File: src/rtl/xcvr_pkg.sv
package xcvr_pkg;

  typedef enum logic [1:0] {
    OP_HOLD = 2'd0,
    OP_LOAD = 2'd1,
    OP_PASS = 2'd2
  } stage_op_e;

  function automatic stage_op_e stage_op(input logic le, input logic cap);
    if (le)       return OP_PASS;
    else if (cap) return OP_LOAD;
    else          return OP_HOLD;
  endfunction

endpackage

File: src/rtl/xcvr_rst_sync.sv
module xcvr_rst_sync #(
  parameter int STAGES = 2
) (
  input  logic clk,
  input  logic rst_n,
  output logic rst_sync_n
);
  localparam int LAST = STAGES - 1;

  logic [LAST:0] chain_q;
  logic [LAST:0] chain_d;

  always_comb begin
    chain_d = {chain_q[LAST-1:0], 1'b1};
  end

  always_ff @(posedge clk or negedge rst_n) begin
    if (!rst_n) chain_q <= '0;
    else        chain_q <= chain_d;
  end

  assign rst_sync_n = chain_q[LAST];
endmodule

File: src/rtl/xcvr_stage.sv
module xcvr_stage
  import xcvr_pkg::*;
#(
  parameter int W = 18
) (
  input  logic         clk,
  input  logic         rst_n,
  input  logic         le,
  input  logic         cap,
  input  logic [W-1:0] din,
  output logic [W-1:0] dout,
  output logic         fresh
);
  stage_op_e     op;
  logic [W-1:0]  held_q, held_d;
  logic          fresh_q, fresh_d;
  logic          load_en;

  always_comb begin
    op      = stage_op(le, cap);
    load_en = (op != OP_HOLD);
    held_d  = load_en ? din : held_q;
    fresh_d = fresh_q & ~load_en;
  end

  always_ff @(posedge clk or negedge rst_n) begin
    if (!rst_n) begin
      held_q  <= '0;
      fresh_q <= 1'b1;
    end else begin
      held_q  <= held_d;
      fresh_q <= fresh_d;
    end
  end

  always_comb begin
    dout  = (op == OP_PASS) ? din : held_q;
    fresh = (op != OP_PASS) & fresh_q;
  end
endmodule

File: src/rtl/xcvr_parity.sv
module xcvr_parity #(
  parameter int NBYTES = 2,
  parameter int BYTE_W = 8
) (
  input  logic [NBYTES*BYTE_W-1:0] dat,
  input  logic [NBYTES-1:0]        par_in,
  input  logic                     odd,
  output logic [NBYTES-1:0]        par_gen,
  output logic [NBYTES-1:0]        bad
);
  for (genvar i = 0; i < NBYTES; i++) begin : g_byte
    logic x;
    assign x          = ^dat[i*BYTE_W +: BYTE_W];
    assign par_gen[i] = x ^ odd;
    assign bad[i]     = x ^ par_in[i] ^ odd;
  end
endmodule

File: src/rtl/duplex_parity_xcvr.sv
module duplex_parity_xcvr #(
  parameter int NBYTES = 2,
  parameter int BYTE_W = 8
) (
  input  logic                     clk,
  input  logic                     rst_n,
  input  logic                     odd_sel,
  input  logic                     gen_sel,
  input  logic                     le_ab,
  input  logic                     cap_ab,
  input  logic                     oe_ab,
  input  logic [NBYTES*BYTE_W-1:0] a_in,
  input  logic [NBYTES-1:0]        pa_in,
  output logic [NBYTES*BYTE_W-1:0] b_out,
  output logic [NBYTES-1:0]        pb_out,
  output logic                     b_oe,
  output logic                     err_ab_n,
  output logic                     err_ab_drv,
  input  logic                     le_ba,
  input  logic                     cap_ba,
  input  logic                     oe_ba,
  input  logic [NBYTES*BYTE_W-1:0] b_in,
  input  logic [NBYTES-1:0]        pb_in,
  output logic [NBYTES*BYTE_W-1:0] a_out,
  output logic [NBYTES-1:0]        pa_out,
  output logic                     a_oe,
  output logic                     err_ba_n,
  output logic                     err_ba_drv
);
  localparam int DW = NBYTES * BYTE_W;
  localparam int SW = DW + NBYTES;

  logic          rst_sync_n;

  logic [SW-1:0] q_ab, q_ba;
  logic          fresh_ab, fresh_ba;
  logic [NBYTES-1:0] gen_ab, gen_ba, bad_ab, bad_ba;
  logic [NBYTES-1:0] pres_ab, pres_ba;
  logic          err_ab, err_ba;

  xcvr_rst_sync #(.STAGES(2)) u_rst (
    .clk(clk), .rst_n(rst_n), .rst_sync_n(rst_sync_n)
  );

  // A to B
  xcvr_stage #(.W(SW)) u_stage_ab (
    .clk(clk), .rst_n(rst_sync_n), .le(le_ab), .cap(cap_ab),
    .din({pa_in, a_in}), .dout(q_ab), .fresh(fresh_ab)
  );

  always_comb begin
    pres_ab = (gen_sel | fresh_ab) ? gen_ab : q_ab[SW-1:DW];
  end

  xcvr_parity #(.NBYTES(NBYTES), .BYTE_W(BYTE_W)) u_par_ab (
    .dat(q_ab[DW-1:0]), .par_in(pres_ab), .odd(odd_sel),
    .par_gen(gen_ab), .bad(bad_ab)
  );

  // B to A: always check
  xcvr_stage #(.W(SW)) u_stage_ba (
    .clk(clk), .rst_n(rst_sync_n), .le(le_ba), .cap(cap_ba),
    .din({pb_in, b_in}), .dout(q_ba), .fresh(fresh_ba)
  );

  always_comb begin
    pres_ba = fresh_ba ? gen_ba : q_ba[SW-1:DW];
  end

  xcvr_parity #(.NBYTES(NBYTES), .BYTE_W(BYTE_W)) u_par_ba (
    .dat(q_ba[DW-1:0]), .par_in(pres_ba), .odd(odd_sel),
    .par_gen(gen_ba), .bad(bad_ba)
  );

  always_comb begin
    err_ab     = oe_ab & (|bad_ab);
    err_ba     = oe_ba & (|bad_ba);
    b_out      = q_ab[DW-1:0];
    pb_out     = pres_ab;
    b_oe       = oe_ab;
    err_ab_n   = ~err_ab;
    err_ab_drv = err_ab;
    a_out      = q_ba[DW-1:0];
    pa_out     = pres_ba;
    a_oe       = oe_ba;
    err_ba_n   = ~err_ba;
    err_ba_drv = err_ba;
  end
endmodule

File: config.mk
export PLATFORM = sky130hd
export DESIGN_NAME = duplex_parity_xcvr
export DESIGN_NICKNAME = d
export VERILOG_FILES = /design/src/rtl/xcvr_pkg.sv /design/src/rtl/xcvr_rst_sync.sv /design/src/rtl/xcvr_stage.sv /design/src/rtl/xcvr_parity.sv /design/src/rtl/duplex_parity_xcvr.sv
export SDC_FILE = /design/constraint.sdc
export NUM_CORES = 1
export LEC_CHECK = 0
export BUFFER_PORTS_ARGS = -buffer_cell sky130_fd_sc_hd__buf_4
export CORE_UTILIZATION = 40
export CTS_BUF_LIST = sky130_fd_sc_hd__clkbuf_2 sky130_fd_sc_hd__clkbuf_4 sky130_fd_sc_hd__clkbuf_8
export DETAILED_ROUTE_END_ITERATION = 7
export GPL_ROUTABILITY_DRIVEN = 0
export HOLD_SLACK_MARGIN = 0.12
export PLACE_DENSITY = 0.66
export SLEW_MARGIN = 15
export SYNTH_ARGS = -nofsm -noshare
export SYNTH_HDL_FRONTEND = slang
export SYNTH_SLANG_ARGS = --single-unit
File: constraint.sdc
create_clock -name clk -period 2.9 [get_ports clk]
set_input_delay 0.29 -clock clk [delete_from_list [all_inputs] [get_ports clk]]
set_output_delay 0.29 -clock clk [all_outputs]
set_load 0.01 [all_outputs]
==> results_dict.tcl <==
set metrics [dict create \
    outcome "finished clean" \
    insertion_delay_ps 290 \
    tightest_slew_ps 847 \
    area_growth_pct 31.1 \
    ys_top_cells_by_area "dfrtp_1 (36%), mux2_2 (29%), xor2_1 (7.3%)" \
    syn_nets 260 \
    start_util 0.415 \
    n_antenna_cell 0 \
    min_period_over_period 0.857 \
    avgViaCountPerCell 5.00 \
    fmax_ghz 0.402 \
    rsz0062_at_grt "no" \
    core_region_area_sq_mm 0.00635 \
    ys_warn_count 0 \
    nets 346 \
    cp_top_family "XOR/XNOR gates" \
    cp_data_required_time_ps 2610 \
    place_area_sq_mm 0.00332 \
    period_needed_ps 2490 \
    drive_gt1_frac 0.565 \
    initialDrtViolationCount 45 \
    critical_path.startpoint_type "flip-flop" \
    grtUsageTotal 0.159 \
    cts.sink_count 40 \
    critPathBufInv 1 \
    grt_start_max_net_pins 39 \
    wire_per_inst_um 13.9 \
    cts_buffer_depth 2 \
    grt_pass1_wl_um 8930 \
    synth_top_area_share 0.361 \
    dr.pass1.iters 4 \
    path_cells "xor2_1, mux2i_1, xnor2_1, xnor3_1, a22o_1, o21a_1, buf_4" \
    hold_path.class "input port to flip-flop" \
    dieHeight_um 83.1 \
    setup_tns_ps 0 \
    place_ws_ps 499 \
    io_pins 88 \
    cp.arrival_ps 2200 \
    design_area_sq_mm 0.00345 \
    ys_types 29 \
    dp_hpwl_um 3950 \
    syn_area_sq_mm 0.00263 \
    ys_ff_latch 40 \
    fin_ws_ps 414 \
    hold_viol 0 \
    crit_path_end_kind "output port" \
    grt_overflow 0 \
    tritoncts "built" \
    drc 0 \
    antenna_found_initial 0 \
    fp.dieW_um 83.1 \
    synth_area_leader_cell "dfrtp_1" \
    finClkSkew_ps 5.76 \
    drv_cap 0 \
    crit_path_top_delay_cell "xnor3_1" \
    cts_setup_buffers 0 \
    clock-root-buffer "clkbuf_8" \
    final_cell_mix "buf_4 (89), mux2_2 (68), dfrtp_1 (37), xor2_1 (22), xnor2_1 (20)" \
    vias 1891 \
    layout_commonest_cell "buf_4" \
    path_max_fanout 3 \
    numCtsBuffers 5 \
    drtAntennaViolNets 0 \
    path_clk_slew_ps 80 \
    holdWs_ps 241 \
    post-route-util 0.544 \
    h-tree-depth 2 \
    grt_pass1_vias 1943 \
    finalSetupViolCount 0 \
    critPathMaxStageDelay_ps 450 \
    power.leakage_nw 1.59 \
    placement_rows 29 \
    syn_inst 214 \
    critical_path_class "flip-flop to output port" \
    die-area_sq_mm 0.00691 \
    cts_resized 0 \
    slew_headroom 0.435 \
    io_buffers 87 \
    filler_cell_count 577 \
    syn_area_per_cell_sq_um 12.3 \
    peakVddDrop_uv 263 \
    drt-total-wl_um 5270 \
    power_density_mw_per_mm2 494 \
    slew_violations 0 \
    hold_buffers 2 \
    ys_seq_area_frac 0.381 \
]
routing by layer:
metal / track usage / part of all wire / vias to the layer above
met5: 0 / 0 / -
met4: 0.0423 / 0.010 / 0
met1: 0.199 / 0.44 / 902
met3: 0.0487 / 0.066 / 5
li1: - / - / 919
met2: 0.267 / 0.49 / 65
sequential cells by signal, summed over array words and instances (netlist names):
| name | count |
|---|---|
| u_stage_ba.held_q | 18 |
| u_stage_ab.fresh_q | 1 |
| u_rst.chain_q | 2 |
| u_stage_ab.held_q | 18 |
| u_stage_ba.fresh_q | 1 |
report_power, final:
part	total, mW	switching, mW	internal, mW
combinational	0.600	0.247	0.354
clock	0.459	0.204	0.255
sequential	0.647	0.0459	0.602
worst paths after layout:
| kind | from | end | slack (ps) | depth (start not counted) |
|---|---|---|---|---|
| hold reg to reg | u_rst.chain_q[0] | u_rst.chain_q[1] | 360 | 0 |
| hold / removal | pb_in[1] | u_stage_ba.held_q[17] | 240 | 2 |
| min in group asynchronous | rst_n | u_rst.chain_q[0] | 300 | 2 |
| setup reg to reg | u_rst.chain_q[1] | u_stage_ba.held_q[15] | 1980 | 0 |
| max in group asynchronous | u_rst.chain_q[1] | u_stage_ba.held_q[15] | 1980 | 0 |
| setup / recovery | u_stage_ba.held_q[4] | err_ba_drv | 410 | 7 |
layout make-up:
class	instances	area [sq um]	area share
Tap cell	77	96.3	0.0279
Clock buffer	5	68.8	0.0199
Sequential cell	40	1000	0.291
Inverter	3	11.3	0.00326
Clock inverter	3	42.5	0.0123
Multi-Input combinational cell	159	1540	0.446
Timing Repair Buffer	91	688	0.199
synthesized netlist by cell type:
cell      count
xnor3_1       4
nor2_2        1
o21ai_1       1
o211ai_1      1
a21oi_1       7
xor2_1       22
o21ai_0       2
inv_2         1
o21a_1        1
buf_4         3
inv_1         2
a22o_1        1
dfstp_2       2
buf_1         1
mux2_2       68
and2_1        1
nor2_1        6
o22ai_1       1
buf_6         2
clkbuf_1      1
nand2_1       2
o211a_1       1
buf_2         5
nor3b_1       2
mux2i_1      16
nand2b_1      1
dfrtp_1      38
xnor2_1      20
conb_1        1
logic make-up (layout without fill, tap and decap cells):
logic type                count (synthesis)  in the layout  synth area share
buffers and inverters                    15            102            0.0337
other                                     1              1           0.00142
xor gates and xnor gates                 46             46             0.174
muxes                                    84             84             0.352
and+or+nand+nor                          13             13            0.0242
AOI/OAI and AO/OA                        15             15            0.0342
DFF                                      40             40             0.381
through the flow:
stage               std cells  power, mW
CTS                       378       1.73
floorplan                 214       1.04
global route              378       1.81
detailed placement        368       1.26
global placement          368       1.25
finish                    378       1.71
Power figures use the tool's default switching activity.
